[src/rtl/xp_pkg.sv]
`timescale 1ns/1ps
package xp_pkg;
  localparam int PW = 8;

  typedef enum logic [1:0] {
    REG_IN  = 2'd0,
    REG_OUT = 2'd1,
    REG_POL = 2'd2,
    REG_DIR = 2'd3
  } xp_reg_e;

  typedef enum logic [3:0] {
    S_IDLE, S_ADDR, S_ADDR_ACK, S_CMD, S_CMD_ACK,
    S_WDATA, S_WDATA_ACK, S_RDATA, S_RACK
  } xp_state_e;
endpackage

[src/rtl/xp_sync.sv]
`timescale 1ns/1ps
module xp_sync #(
  parameter int W      = 8,
  parameter int STAGES = 2
) (
  input  logic         clk,
  input  logic         rst_n,
  input  logic [W-1:0] din,
  output logic [W-1:0] dout
);
  logic [STAGES-1:0][W-1:0] q;

  always_ff @(posedge clk or negedge rst_n) begin
    if (!rst_n) q <= '0;
    else        q <= {q[STAGES-2:0], din};
  end

  assign dout = q[STAGES-1];
endmodule

[src/rtl/xp_bus_filter.sv]
`timescale 1ns/1ps
module xp_bus_filter #(
  parameter int W    = 2,
  parameter int SYNC = 2
) (
  input  logic         clk,
  input  logic         rst_n,
  input  logic [W-1:0] raw,
  output logic [W-1:0] clean
);
  for (genvar i = 0; i < W; i++) begin : g_line
    logic [SYNC-1:0] sync_q;
    logic [2:0]      win_q;
    logic            vote_q;

    always_ff @(posedge clk or negedge rst_n) begin
      if (!rst_n) begin
        sync_q <= '1;
        win_q  <= '1;
        vote_q <= 1'b1;
      end else begin
        sync_q <= {sync_q[SYNC-2:0], raw[i]};
        win_q  <= {win_q[1:0], sync_q[SYNC-1]};
        vote_q <= (win_q[0] & win_q[1]) | (win_q[1] & win_q[2]) | (win_q[0] & win_q[2]);
      end
    end

    assign clean[i] = vote_q;
  end
endmodule

[src/rtl/xp_i2c_target.sv]
`timescale 1ns/1ps
module xp_i2c_target
  import xp_pkg::*;
(
  input  logic          clk,
  input  logic          rst_n,
  input  logic          scl,
  input  logic          sda,
  input  logic [6:0]    dev_addr,
  input  logic [PW-1:0] rdata,
  output logic          sda_oe,
  output logic          wr_stb,
  output logic          rd_stb,
  output xp_reg_e       cmd,
  output logic [PW-1:0] wdata,
  output logic          bus_idle
);
  xp_state_e     st;
  logic          scl_q, sda_q;
  logic [2:0]    cnt;
  logic          byte_done, rw, m_nack;
  logic [PW-1:0] shreg, tx;

  wire scl_rise = scl & ~scl_q;
  wire scl_fall = ~scl & scl_q;
  wire start_c  = scl & scl_q & sda_q & ~sda;
  wire stop_c   = scl & scl_q & ~sda_q & sda;

  assign bus_idle = (st == S_IDLE);

  always_ff @(posedge clk or negedge rst_n) begin
    if (!rst_n) begin
      st <= S_IDLE; scl_q <= 1'b1; sda_q <= 1'b1;
      cnt <= '0; byte_done <= 1'b0; rw <= 1'b0; m_nack <= 1'b1;
      shreg <= '0; tx <= '0; sda_oe <= 1'b0;
      wr_stb <= 1'b0; rd_stb <= 1'b0; cmd <= REG_IN; wdata <= '0;
    end else begin
      scl_q  <= scl;
      sda_q  <= sda;
      wr_stb <= 1'b0;
      rd_stb <= 1'b0;
      if (start_c) begin
        st <= S_ADDR; cnt <= '0; byte_done <= 1'b0; sda_oe <= 1'b0;
      end else if (stop_c) begin
        st <= S_IDLE; byte_done <= 1'b0; sda_oe <= 1'b0;
      end else if (scl_rise) begin
        case (st)
          S_ADDR, S_CMD, S_WDATA: begin
            shreg <= {shreg[PW-2:0], sda};
            cnt   <= cnt + 3'd1;
            if (cnt == 3'd7) byte_done <= 1'b1;
          end
          S_RDATA: begin
            cnt <= cnt + 3'd1;
            if (cnt == 3'd7) byte_done <= 1'b1;
          end
          S_RACK:  m_nack <= sda;
          default: ;
        endcase
      end else if (scl_fall) begin
        case (st)
          S_ADDR: if (byte_done) begin
            byte_done <= 1'b0;
            if (shreg[7:1] == dev_addr) begin
              st <= S_ADDR_ACK; sda_oe <= 1'b1; rw <= shreg[0];
            end else begin
              st <= S_IDLE;
            end
          end
          S_CMD: if (byte_done) begin
            byte_done <= 1'b0; cmd <= xp_reg_e'(shreg[1:0]);
            sda_oe <= 1'b1; st <= S_CMD_ACK;
          end
          S_WDATA: if (byte_done) begin
            byte_done <= 1'b0; sda_oe <= 1'b1; st <= S_WDATA_ACK;
            wr_stb <= 1'b1; wdata <= shreg;
          end
          S_RDATA: begin
            if (byte_done) begin
              byte_done <= 1'b0; sda_oe <= 1'b0; st <= S_RACK;
            end else begin
              sda_oe <= ~tx[PW-2];
              tx     <= {tx[PW-2:0], 1'b0};
            end
          end
          S_ADDR_ACK: begin
            cnt <= '0;
            if (rw) begin
              st <= S_RDATA; tx <= rdata; sda_oe <= ~rdata[PW-1]; rd_stb <= 1'b1;
            end else begin
              st <= S_CMD; sda_oe <= 1'b0;
            end
          end
          S_CMD_ACK, S_WDATA_ACK: begin
            st <= S_WDATA; sda_oe <= 1'b0; cnt <= '0;
          end
          S_RACK: begin
            if (!m_nack) begin
              st <= S_RDATA; cnt <= '0; tx <= rdata;
              sda_oe <= ~rdata[PW-1]; rd_stb <= 1'b1;
            end else begin
              st <= S_IDLE;
            end
          end
          default: ;
        endcase
      end
    end
  end
endmodule

[src/rtl/xp_regfile.sv]
`timescale 1ns/1ps
module xp_regfile
  import xp_pkg::*;
(
  input  logic          clk,
  input  logic          rst_n,
  input  logic          wr_stb,
  input  logic          rd_stb,
  input  xp_reg_e       cmd,
  input  logic [PW-1:0] wdata,
  input  logic [PW-1:0] pins_sync,
  output logic [PW-1:0] rdata,
  output logic [PW-1:0] pin_o,
  output logic [PW-1:0] pin_oe,
  output logic          irq_pull
);
  logic [PW-1:0] out_q, pol_q, dir_q, snap_q, diff;
  logic          irq_q;

  always_ff @(posedge clk or negedge rst_n) begin
    if (!rst_n) begin
      out_q <= '1; pol_q <= '0; dir_q <= '1; snap_q <= '0; irq_q <= 1'b0;
    end else begin
      if (wr_stb) begin
        case (cmd)
          REG_OUT: out_q <= wdata;
          REG_POL: pol_q <= wdata;
          REG_DIR: dir_q <= wdata;
          default: ;
        endcase
      end
      if (rd_stb && cmd == REG_IN) snap_q <= pins_sync;
      irq_q <= |diff;
    end
  end

  for (genvar i = 0; i < PW; i++) begin : g_pin
    assign pin_oe[i] = ~dir_q[i];
    assign pin_o[i]  = out_q[i];
    assign diff[i]   = dir_q[i] & (pins_sync[i] ^ snap_q[i]);
  end

  always_comb begin
    case (cmd)
      REG_IN:  rdata = pins_sync ^ pol_q;
      REG_OUT: rdata = out_q;
      REG_POL: rdata = pol_q;
      default: rdata = dir_q;
    endcase
  end

  assign irq_pull = irq_q;
endmodule

[src/rtl/i2c_port_expander.sv]
`timescale 1ns/1ps
module i2c_port_expander
  import xp_pkg::*;
#(
  parameter logic [3:0] ADDR_HI  = 4'b0111,
  parameter int          BUS_SYNC = 2,
  parameter int          PIN_SYNC = 2
) (
  input  logic          clk,
  input  logic          rst_n,
  input  logic          scl_i,
  input  logic          sda_i,
  output logic          sda_drive_low,
  input  logic [2:0]    addr_sel,
  input  logic [PW-1:0] pin_i,
  output logic [PW-1:0] pin_o,
  output logic [PW-1:0] pin_oe,
  output logic          irq_pull
);
  logic [1:0]    bus_clean;
  logic [PW-1:0] pins_sync, rdata, wdata;
  logic          wr_stb, rd_stb, bus_idle;
  xp_reg_e       cmd;

  xp_bus_filter #(.W(2), .SYNC(BUS_SYNC)) u_filter (
    .clk(clk), .rst_n(rst_n), .raw({scl_i, sda_i}), .clean(bus_clean)
  );

  xp_sync #(.W(PW), .STAGES(PIN_SYNC)) u_pin_sync (
    .clk(clk), .rst_n(rst_n), .din(pin_i), .dout(pins_sync)
  );

  xp_i2c_target u_target (
    .clk(clk), .rst_n(rst_n), .scl(bus_clean[1]), .sda(bus_clean[0]),
    .dev_addr({ADDR_HI, addr_sel}), .rdata(rdata), .sda_oe(sda_drive_low),
    .wr_stb(wr_stb), .rd_stb(rd_stb), .cmd(cmd), .wdata(wdata), .bus_idle(bus_idle)
  );

  xp_regfile u_regs (
    .clk(clk), .rst_n(rst_n), .wr_stb(wr_stb), .rd_stb(rd_stb), .cmd(cmd),
    .wdata(wdata), .pins_sync(pins_sync), .rdata(rdata),
    .pin_o(pin_o), .pin_oe(pin_oe), .irq_pull(irq_pull)
  );
endmodule

[config.mk]
export PLATFORM = sky130hd
export DESIGN_NAME = i2c_port_expander
export DESIGN_NICKNAME = d
export VERILOG_FILES = /design/src/rtl/xp_pkg.sv /design/src/rtl/xp_sync.sv /design/src/rtl/xp_bus_filter.sv /design/src/rtl/xp_i2c_target.sv /design/src/rtl/xp_regfile.sv /design/src/rtl/i2c_port_expander.sv
export SDC_FILE = /design/constraint.sdc
export NUM_CORES = 1
export LEC_CHECK = 0
export CAP_MARGIN = 20
export CORE_MARGIN = 1
export CORE_UTILIZATION = 45
export CTS_CLUSTER_DIAMETER = 200
export DETAILED_ROUTE_END_ITERATION = 7
export DONT_BUFFER_PORTS = 1
export GPL_ROUTABILITY_DRIVEN = 0
export GPL_TIMING_DRIVEN = 0
export MAX_ROUTING_LAYER = met4
export PLACE_DENSITY = 0.67
export SYNTH_ARGS = -nofsm -noshare
export SYNTH_HDL_FRONTEND = slang
export SYNTH_SLANG_ARGS = --single-unit
[constraint.sdc]
create_clock -name clk -period 4.16 [get_ports clk]
set_clock_uncertainty 0.1 [all_clocks]
set_input_delay 0 -clock clk [delete_from_list [all_inputs] [get_ports clk]]
set_output_delay 0 -clock clk [all_outputs]
set_load 0.01 [all_outputs]
; Yosys cells after proc, flatten, opt, wreduce, memory -nomap -nowiden
; Index checks and enable logic that the tools add are counted.
[word_totals]
output_inout_bits = 18
register_bits = 101
inputBits = 15
wordCells = 192
[op_classes]
n_addsub = 1
n_reduce_logical = 28
eq_ne = 30
muxes = 55
n_bitwise = 51
[op_table]
columns = op, count
row1 = 2-to-1 mux 4 bit, 8
row2 = 2-to-1 mux 1 bit, 29
row3 = case mux 4 bit (7 select lines), 1
row4 = 2-to-1 mux 3 bit, 8
row5 = "inequality test 4 x 1 -> 1 bit, second input constant", 6
row6 = case mux 8 bit (3 select lines), 1
row7 = bitwise AND 1 bit, 21
row8 = 2-to-1 mux 7 bit, 3
row9 = case mux 7 bit (3 select lines), 1
row10 = AND reduction 7 bit, 3
row11 = "inequality test 4 bit, second input constant", 5
row12 = inverter 1 bit, 17
row13 = "equality test 4 x 3 -> 1 bit, second input constant", 4
row14 = AND reduction 4 bit, 3
row15 = AND reduction 6 bit, 2
row16 = nonzero test 3 bit, 3
row17 = nonzero test 9 bit, 1
row18 = "equality test 4 x 2 -> 1 bit, second input constant", 2
row19 = AND reduction 8 bit, 1
row20 = nonzero test 4 bit, 2
row21 = nonzero test 8 bit, 1
row22 = OR reduction 8 bit, 1
row23 = bitwise XOR 1 bit, 8
row24 = bitwise XOR 8 bit, 1
row25 = other kinds (22), 33

; Longest topological paths before layout
; Gate-level depths: netlist of run 1.
[logic_depth]
depth_word = 9
depth_mapped = 7

; By module
; From an unflattened synthesis of run 1, not the netlist that was laid out.
[hier_totals]
cells_unflattened = 370
hier_area_um2 = 4685.7
[modules_own_cells]
columns = mod, n_inst, area_each_um2, cells_each
row1 = xp_i2c_target, 1, 2175.8, 194
row2 = xp_regfile, 1, 1689.1, 134
row3 = xp_sync, 1, 460.4, 24
row4 = xp_bus_filter, 1, 352.8, 16
row5 = i2c_port_expander, 1, 7.5, 2

; Worst setup path before layout of run 1
; OpenSTA, ideal clock, no wires.
[synth_path]
path_kind = register -> register
start = reg u_target.scl_q
end = reg u_target.wdata[0]
period_less_slack_ns = 2.151
path_slack_ns = 2.009
required_time_ns = 3.935
path_buffers = 1
stages_incl_launch_ff = 8
setup_ns = 0.125
arrival_time_ns = 1.927
cell_sequence = dfstp_2 > inv_1 > ha_1 > buf_2 > and2b_1 > and3_1 > nand4_2 > mux2_2
[synth_via]
elab_chain_len = 5
word_cells_on_any_way = 12
[synth_lines]
columns = item, line_no
row1 = start: declaration, xp_i2c_target.sv:19  ; logic scl_q, sda_q;
row2 = start signal: assignment, xp_i2c_target.sv:38  ; scl_q <= scl;
row3 = bitwise AND 1 bit, "xp_i2c_target.sv:26, xp_i2c_target.sv:27"
row4 = bitwise AND 1 bit (on tied branches) (2 in a row), "xp_i2c_target.sv:26, xp_i2c_target.sv:27"
row5 = inverter 1 bit (no line), -
row6 = AND reduction 6 bit (no line) (*), -
row7 = end signal: assignment, xp_i2c_target.sv:36  ; wr_stb <= 1'b0; rd_stb <= 1'b0; cmd <= REG_IN; wdata <= '0;
row8 = end signal: assignment, xp_i2c_target.sv:76  ; wr_stb <= 1'b1; wdata <= shreg;
row9 = end: declaration, xp_i2c_target.sv:15  ; output logic [PW-1:0] wdata,
; Mark *: on every way between the ends. The rest lies on a longest branch, timed or not.
; A chain may end at the register's enable or synchronous reset.

; Worst setup path in the final report of run 1
; Ends and elaborated chain as after synthesis.

==> summary.txt, run 1 <==
Setup path
  • CP Max Fanout: 10
  • CP Launch Type: flop
  • Crit. End Element: flop
  • CP max stage cell: dfstp_2
  • CP cell instances: inv_1 -> ha_1 -> buf_2 -> and2b_1 -> and3_1 -> nand4_2 -> mux2_2
  • Top delay family on crit path: simple AND/OR/NAND/NOR gates
  • Crit path largest cell delay: ~0.57 ns
  • Req. time, crit path: 4.31 ns
  • Worst Path Buf+Inv: 2
  • CP Data Arrival Time: approximately 2.6 ns
  • Crit Path Class: flop to flop

Detailed routing
  • Detailed Route Iter0 Violations: ~130
  • DRC Markers: 0
  • Post-DR wirelength/cell: approximately 17 um
  • Total wire length: ~8900 um
  • DR vias/cell: around 5.4
  • Antenna violation net count after detailed routing: 0
  • Via count: about 2900
  • Pre-antenna DRT Iters: 4

Finish
  • Register Area: about 2600 sq um
  • Area of the multi-input gates: roughly 1900 sq um
  • Fillers: 844
  • Area Overhead vs Synth: 10.3%
  • Final #Nets: about 420
  • Layout cells sized above 1: 32.3%
  • Ant diodes: 0

Logic synthesis
  • Synth Cell Area: approximately 4600 sq um
  • Sequential element share of the synthesized area: around 56%
  • Number of flops mapped to enable cells by yosys: 0
  • Syn Area/Cell: ~12 sq um
  • Ys Warns: 0
  • Synth top area cells: dfrtp_1, dfstp_2, mux2_2, o21ai_0, mux2i_1
  • Synth Register Bits: around 100
  • Most used flip-flop cell after synthesis: dfrtp_1
  • Count leader, synth: dfrtp_1
  • Most frequent cells after synthesis: dfrtp_1, mux2_2, dfstp_2
  • Netlist cell types: between 50 and 60
  • Asr flop ratio synth: 100%
  • Synthesized net count: between 300 and 400
  • Syn Inst Count: 371
  • Yosys top cell area share: a little under two fifths
  • Yosys top cell by area: dfrtp_1

Timing
  • Max_slew headroom: 42.6%
  • Pins Over Slew Limit: 0
  • Final Hold Fails: 0
  • Slew @ Worst Pin: 0.858 ns
  • RSZ-0062 raised after global routing: false
  • Max Fclk: between 400 and 500 MHz
  • Final min period: 2.40 ns
  • Setup TNS: 0 ns
  • Final Cycle Share: 57.7%
  • Final setup margin: 1.76 ns
  • Endpoints failing setup: 0
  • Worst hold slack: roughly 0.034 ns

Floorplan
  • Core area: a little under 10000 sq um
  • Boundary Pins: 33
  • Die area: between 10000 and 15000 sq um
  • Die height: ~100 um
  • Die X: between 100 and 150 um
  • FP Rows: 36
  • Initial Utilization: 46.8%

Clock network
  • H-tree levels: 3
  • CTS tree: built
  • Clock Tree Root: clkbuf_8
  • CTS sink cnt: 101
  • Clk Latency, worst-skew pair: 0.36 ns
  • Num CTS Buffers: 9
  • Cts repair resizes: 0
  • Clock Path Buffers: 2
  • Hold buffers post-CTS: 12
  • Number of post-CTS setup repair buffers: 0
  • Clock Pin Slew Worst Setup and Hold Paths: about 0.09 ns

GRT
  • GRT Total Usage: a little under a fifth
  • Initial antenna violation count: 0
  • First-pass GRT wire length: roughly 15000 um
  • Vias in the first global route: approximately 2800
  • Largest net degree at the start of global routing: 102
  • Grt total ovfl: 0

Placed design
  • DP Wirelength: about 6100 um
  • Post-place setup slack: approximately 1.8 ns
  • I/O Buffers: 0

Flow run
  • Number of max-cap violations: 0

Power and ir drop
  • VDD IR-drop max: 0.281 mV
  • Power per Cell Area: around 480 nW/um^2
  • Static Leak: 2.19 nW

Run status
  • Outcome: complete, no violations

Min path
  • Hold WC Path Type: primary input to flop
-- report_power, final --
group / switching (mW) / total, mW / internal, mW
Clock: 0.321 / 0.557 / 0.236
Combinational: 0.378 / 0.685 / 0.307
Sequential: 0.0887 / 1.19 / 1.10
Total: 0.788 / 2.43 / 1.65
-- final cells by class --
type                       count  share of cell area [%]
clock buffer                  13                    2.92
inverter                      16                    1.18
timing repair buffer          12                    2.70
clock inverter                 3                   0.418
buffer                        14                    1.35
multi-input combinational    240                    37.8
sequential                   101                    50.4
tap                          133                    3.27
-- logic make-up after synthesis --
group           share of synthesized area (%)
mux                                      19.3
simple gates                             9.37
xor+xnor                                 2.65
compound gates                           8.29
buf+inv                                  2.79
fa+ha+maj                                2.06
flops                                    55.6
-- cell usage in the layout (no fill, tap or decap), types with 8 or more instances in the layout --
cell,Yosys,final
clkbuf_8,0,10
a21oi_1,16,16
dlygate4sd3_1,0,11
mux2_2,66,66
dfrtp_1,70,70
xnor2_1,10,10
nand2_1,27,27
mux2i_1,11,11
inv_1,16,16
dfstp_2,31,31
o21ai_0,24,24
nor2_1,8,8
clkbuf_1,5,8
-- worst min-delay path, delay by kind of cell --
| kind | cells | cell delay [ns] |
|---|---|---|
| and+or+nand+nor | 2 | 0.21 |
| xor gates and xnor gates | 1 | 0.11 |
| muxes | 1 | 0.15 |
-- sequential cells by signal (all words and copies together), names as in the netlist, 8 cells and up --
name	count
u_regs.pol_q	8
u_pin_sync.q	8
u_regs.dir_q	8
u_regs.pin_o	8
u_target.wdata	8
u_target.shreg	8
u_regs.snap_q	8
u_pin_sync.dout	8
-- metrics by stage --
stage | util, % | instances | power, mW | area, sq um
2_1_floorplan | - | 371 | 1.71 | 4620
3_3_place_gp | 48.5 | 504 | 1.84 | 4790
3_5_place_dp | 48.5 | 504 | 1.87 | 4790
4_1_cts | 51.6 | 532 | 2.46 | 5090
5_1_grt | 51.6 | 532 | 2.58 | 5090
6_report | 51.6 | 532 | 2.43 | 5090
-- final timing paths --
check	startpoint	endpoint	slack [ns]	cells past startpoint
setup / recovery	u_target.scl_q$_DFF_PN1_	u_target.wdata[0]$_DFFE_PN0P_	1.76	7
hold / removal	addr_sel[2]	u_target.rw$_DFFE_PN0P_	0.03	4
setup reg to reg	u_target.scl_q$_DFF_PN1_	u_target.wdata[0]$_DFFE_PN0P_	1.76	7
hold reg to reg	u_pin_sync.q[0]$_DFF_PN0_	u_pin_sync.dout[0]$_DFF_PN0_	0.25	0
max in group asynchronous	rst_n	u_filter.g_line[0].win_q[1]$_DFF_PN1_	3.45	2
min in group asynchronous	rst_n	u_regs.snap_q[6]$_DFFE_PN0P_	0.10	2
-- metal layers --
layer | GRT usage, % | wire length [um] | part of all wire (%)
met1 | 25.3 | 4110 | 46
met4 | 9.21 | 196 | 2.2
met2 | 28.6 | 4230 | 48
met5 | - | 0 | 0
met3 | 3.09 | 323 | 3.6
No activity file was read; power rests on OpenSTA's default activity.
==> run 2, diff against run 1 <==
==> constraint.sdc (replaced) <==
create_clock -name clk -period 2.5 [get_ports clk]
set_clock_uncertainty 0.1 [all_clocks]
set_input_delay 0 -clock clk [delete_from_list [all_inputs] [get_ports clk]]
set_output_delay 0 -clock clk [all_outputs]
set_load 0.01 [all_outputs]
==> summary.txt, run 2 (same netlist as run 1, synthesis figures left out) <==
Setup path
  • Req. time, crit path: around 2.7 ns
  • CP Launch Type: flop
  • CP max stage cell: nor4b_2
  • Worst Path Buf+Inv: 1
  • Crit Path Class: flop to flop
  • Top delay family on crit path: compound AO/OA/AOI/OAI gates
  • CP Data Arrival Time: roughly 2.5 ns
  • R2r setup slk: 0.17 ns
  • Crit. End Element: flop
  • CP cell instances: buf_2 -> nor4b_2 -> o21ai_1 -> a21oi_1 -> mux2_2
  • Crit path largest cell delay: approximately 0.59 ns
  • CP Max Fanout: 8

Clock network
  • CTS sink cnt: ~100
  • Number of post-CTS setup repair buffers: 0
  • Num CTS Buffers: 9
  • H-tree levels: 3
  • Clk Latency, worst-skew pair: between 0.3 and 0.4 ns
  • Clock Path Buffers: 2
  • CTS tree: built
  • Clock Pin Slew Worst Setup and Hold Paths: roughly 0.090 ns
  • Clock Tree Root: clkbuf_8

Timing
  • Max Fclk: 429 MHz
  • Final min period: ~2.3 ns
  • Max_slew headroom: a little over two fifths
  • Slew @ Worst Pin: ~0.87 ns
  • Final Hold Fails: 0
  • RSZ-0062 raised after global routing: false
  • Final Cycle Share: between 90 and 100%
  • Setup TNS: 0 ns
  • Pins Over Slew Limit: 0
  • Endpoints failing setup: 0
  • Worst hold slack: 0.0363 ns
  • Final setup margin: around 0.17 ns

Detailed routing
  • DR vias/cell: about 5.4
  • Post-DR wirelength/cell: roughly 17 um
  • Via count: about 2900
  • Pre-antenna DRT Iters: 4
  • Total wire length: about 9000 um
  • Detailed Route Iter0 Violations: approximately 110
  • DRC Markers: 0
  • Antenna violation net count after detailed routing: 0

Power and ir drop
  • Static Leak: 2.17 nW
  • VDD IR-drop max: between 0.4 and 0.5 mV
  • Total power: between 4 and 5 mW
  • Power per Cell Area: just under 800 nW/um^2

GRT
  • First-pass GRT wire length: about 15000 um
  • Largest net degree at the start of global routing: about 100
  • Vias in the first global route: around 2800
  • GRT Total Usage: between 10% and 20%
  • Initial antenna violation count: 0
  • Grt total ovfl: 0

Finish
  • Ant diodes: 0
  • Most common cell after layout, fill and taps aside: dfrtp_1
  • Final design utilization: 51.7%
  • Most frequent cells in the layout: dfrtp_1, mux2_2, dfstp_2, nand2_1, o21ai_0
  • Post-route cell area: 5100 sq um
  • Area Overhead vs Synth: 10.5%
  • Layout cells sized above 1: about 32%
  • Post-Layout Cell Count: approximately 530
  • Final #Nets: between 400 and 500
  • Fillers: 844

Floorplan
  • Boundary Pins: 33
  • Core area: just under 10000 sq um
  • Die X: approximately 100 um
  • Die area: roughly 11000 sq um
  • Initial Utilization: a little under half
  • Die height: 103 um
  • FP Rows: 36

Placed design
  • DP Wirelength: ~6100 um
  • I/O Buffers: 0
  • Inst Count DP: slightly above 500
  • Post-place setup slack: just under 0.1 ns
  • Placed inst area: roughly 4800 sq um

Flow run
  • Number of max-cap violations: 0

Min path
  • Hold WC Path Type: primary input to flop

Run status
  • Outcome: complete, no violations
[run 2: worst paths after layout]
path                                                 start                                     end  depth (start not counted)
max in group asynchronous                            rst_n  u_filter.g_line[1].sync_q[1]$_DFF_PN1_                          2
worst max register to register  u_target.st[1]$_DFFE_PN0P_              u_target.st[2]$_DFFE_PN0P_                          5
min in group asynchronous                            rst_n            u_regs.snap_q[6]$_DFFE_PN0P_                          2
worst min-delay path                           addr_sel[2]                 u_target.rw$_DFFE_PN0P_                          4
worst min register to register   u_pin_sync.q[0]$_DFF_PN0_            u_pin_sync.dout[0]$_DFF_PN0_                          0
worst max-delay path            u_target.st[1]$_DFFE_PN0P_              u_target.st[2]$_DFFE_PN0P_                          5
[run 2: worst register-to-register path, stage by stage, from the launching register on]
cell     delay, ns
dfrtp_1       0.37
buf_2         0.17
nor4b_2       0.59
o21ai_1       0.17
a21oi_1       0.43
mux2_2        0.39
[run 2: layer usage]
layer	vias up	wire length, um	GRT usage (%)
li1	1356	-	-
met1	1427	4000	25.3
met2	66	4230	28.6
met3	17	405	3.09
met4	0	206	9.21
met5	-	0	-
[run 2: where the power goes]
part	internal, mW	switching [mW]	leakage, nW
clock network	0.393	0.533	0.0840
registers	1.84	0.147	1.24
logic	0.511	0.634	0.845
total	2.74	1.31	2.17
[run 2: what timing repair did]
item                       4_1_cts  5_1_grt
resized for setup                0        1
hold buffers                    12        0
setup endpoints to repair        0        8
hold endpoints to repair       111        0
[run 2: cell type report]
class                           count  area [sq um]  share of cell area [%]
Buffer                             14          68.8                    1.35
Clock buffer                       13           149                    2.92
Clock inverter                      3          21.3                   0.417
Inverter                           16          60.1                    1.18
Multi-Input combinational cell    240          1930                    37.9
Sequential cell                   101          2570                    50.3
Tap cell                          133           166                    3.26
Timing Repair Buffer               12           138                    2.70
==> run 3, diff against run 2 <==
--- a/config.mk
+++ b/config.mk
@@ -13,6 +13,7 @@
 export DONT_BUFFER_PORTS = 1
 export GPL_ROUTABILITY_DRIVEN = 0
 export GPL_TIMING_DRIVEN = 0
+export HOLD_SLACK_MARGIN = 0.1
 export MAX_ROUTING_LAYER = met4
 export PLACE_DENSITY = 0.67
 export SYNTH_ARGS = -nofsm -noshare
==> summary.txt, run 3 (same netlist as run 1, synthesis figures left out) <==
Run status
  • Outcome: complete, no violations

Flow run
  • Number of max-cap violations: 0

Setup path
  • CP Max Fanout: 3
  • Req. time, crit path: 2.66 ns
  • R2R Path End: u_target.rw$_DFFE_PN0P_
  • Worst setup path start: u_target.shreg[7]$_DFFE_PN0P_
  • Crit Path Class: flop to flop
  • CP Capture Point: u_target.rw$_DFFE_PN0P_
  • CP Launch Type: flop
  • Crit. End Element: flop
  • Worst Reg-to-Reg Cells: 5
  • CP Data Arrival Time: around 2.6 ns
  • RR Startpoint: u_target.shreg[7]$_DFFE_PN0P_
  • R2r setup slk: slightly above 0.1 ns

Detailed routing
  • Pre-antenna DRT Iters: 4
  • Antenna violation net count after detailed routing: 0
  • DRC Markers: 0
  • Detailed Route Iter0 Violations: about 130
  • Post-DR wirelength/cell: 16.7 um
  • DR vias/cell: 5.36
  • Via count: between 2000 and 3000
  • Total wire length: just over 9000 um

Clock network
  • Number of post-CTS setup repair buffers: 0
  • Clock Path Buffers: 2
  • CTS tree: built
  • Clock Pin Slew Worst Setup and Hold Paths: around 0.09 ns
  • H-tree levels: 3
  • CTS sink cnt: a little over 100
  • Clock Tree Root: clkbuf_8
  • Clk Latency, worst-skew pair: roughly 0.36 ns
  • Num CTS Buffers: 9

GRT
  • Initial antenna violation count: 0
  • Grt total ovfl: 0
  • First-pass GRT wire length: 14900 um
  • GRT Total Usage: roughly a fifth
  • Busiest layer in global routing: met2
  • Largest net degree at the start of global routing: about 100
  • GR Util met3: approximately 3.2%
  • Global-route met1 utilization: between 20% and 30%
  • Vias in the first global route: 2903
  • Global routing usage on met2: 30.1%

Finish
  • Fillers: around 840
  • Ant diodes: 0
  • Area Overhead vs Synth: 13.1%
  • Register Area: between 2000 and 3000 sq um
  • Post-route cell area: approximately 5200 sq um
  • Layout cells sized above 1: 31.4%
  • Area of the multi-input gates: 1930 sq um
  • Most frequent cells in the layout: dfrtp_1, mux2_2, dfstp_2, nand2_1, o21ai_0
  • Most common cell after layout, fill and taps aside: dfrtp_1
  • Final #Nets: about 430

Timing
  • Final Hold Fails: 0
  • RSZ-0062 raised after global routing: false
  • Setup TNS: 0 ns
  • Final min period: about 2.4 ns
  • Endpoints failing setup: 0
  • Max Fclk: about 420 MHz
  • Max_slew headroom: between 40% and 50%
  • Slew @ Worst Pin: 0.849 ns
  • Pins Over Slew Limit: 0
  • Final Cycle Share: between 90% and 100%

Power and ir drop
  • Power per Cell Area: between 700 and 800 nW/um^2
  • Static Leak: 2.23 nW
  • VDD IR-drop max: approximately 0.46 mV

Floorplan
  • Die height: roughly 100 um
  • Core area: approximately 10000 sq um
  • FP Rows: 36
  • Die area: roughly 11000 sq um
  • Initial Utilization: a little under half
  • Boundary Pins: 33
  • Die X: about 100 um

Placed design
  • Placed inst area: about 4800 sq um
  • I/O Buffers: 0
  • DP Wirelength: 6110 um

Min path
  • Hold WC Path Type: primary input to asynchronous set/reset pin
## run 3: changes by cell type in the layout (fill, tap and decap cells not counted), sizes merged
cell,previous run,this run
dlygate4sd3,11,23
## run 3: through the flow
stage	setup WS, ns	power, mW	utilization (%)	cells	hold WS [ns]
after CTS	0.0887	4.11	52.9	544	0.122
after floorplan	0.349	2.85	-	371	-0.396
final	0.101	4.07	52.9	544	0.0938
after global placement	0.127	3.06	48.5	504	-0.393
after detailed placement	0.0973	3.10	48.5	504	-0.393
after global routing	0.0142	4.31	52.9	544	0.141
## run 3: area by class of cell
cell class	instances	share of cell area [%]
multi-input combinational	240	37.0
tap	133	3.19
sequential	101	49.1
inverter	16	1.15
clock buffer	13	2.85
timing repair buffer	24	4.94
clock inverter	3	0.407
buffer	14	1.32
## run 3: how the worst min path moves through the flow
stage	end	slack (ns)	cells past startpoint
3_3_place_gp	u_pin_sync.q[2]$_DFF_PN0_	-0.39	0
3_5_place_dp	u_pin_sync.q[2]$_DFF_PN0_	-0.39	0
5_1_grt	u_regs.snap_q[6]$_DFFE_PN0P_	0.14	2
2_1_floorplan	u_pin_sync.dout[0]$_DFF_PN0_	-0.40	0
6_report	u_regs.snap_q[6]$_DFFE_PN0P_	0.09	2
4_1_cts	u_pin_sync.dout[6]$_DFF_PN0_	0.12	2
## run 3: worst max-delay path, stage by stage (launching register included)
cell and delay, ns:
dfrtp_1 0.39, nand4b_1 0.20, nor4_1 0.51, dlygate4sd3_1 0.68
nand4_1 0.12, mux2_2 0.29
## run 3: per-layer routing
| layer | share of wire (%) | vias up |
|---|---|---|
| met5 | 0 | - |
| met4 | 2.2 | 0 |
| met3 | 3.8 | 14 |
| met2 | 48 | 66 |
| met1 | 46 | 1457 |
| li1 | - | 1377 |
## run 3: power breakdown
group	leakage, nW	internal, mW	switching [mW]
Sequential	1.24	1.84	0.148
Combinational	0.898	0.522	0.639
Clock	0.0840	0.393	0.535
## run 3: repair_timing
item | 4_1_cts | 5_1_grt
endpoints found under the setup margin | 0 | 8
hold endpoints to repair | 113 | 0
hold buffers | 24 | 0
resized for setup | 0 | 1
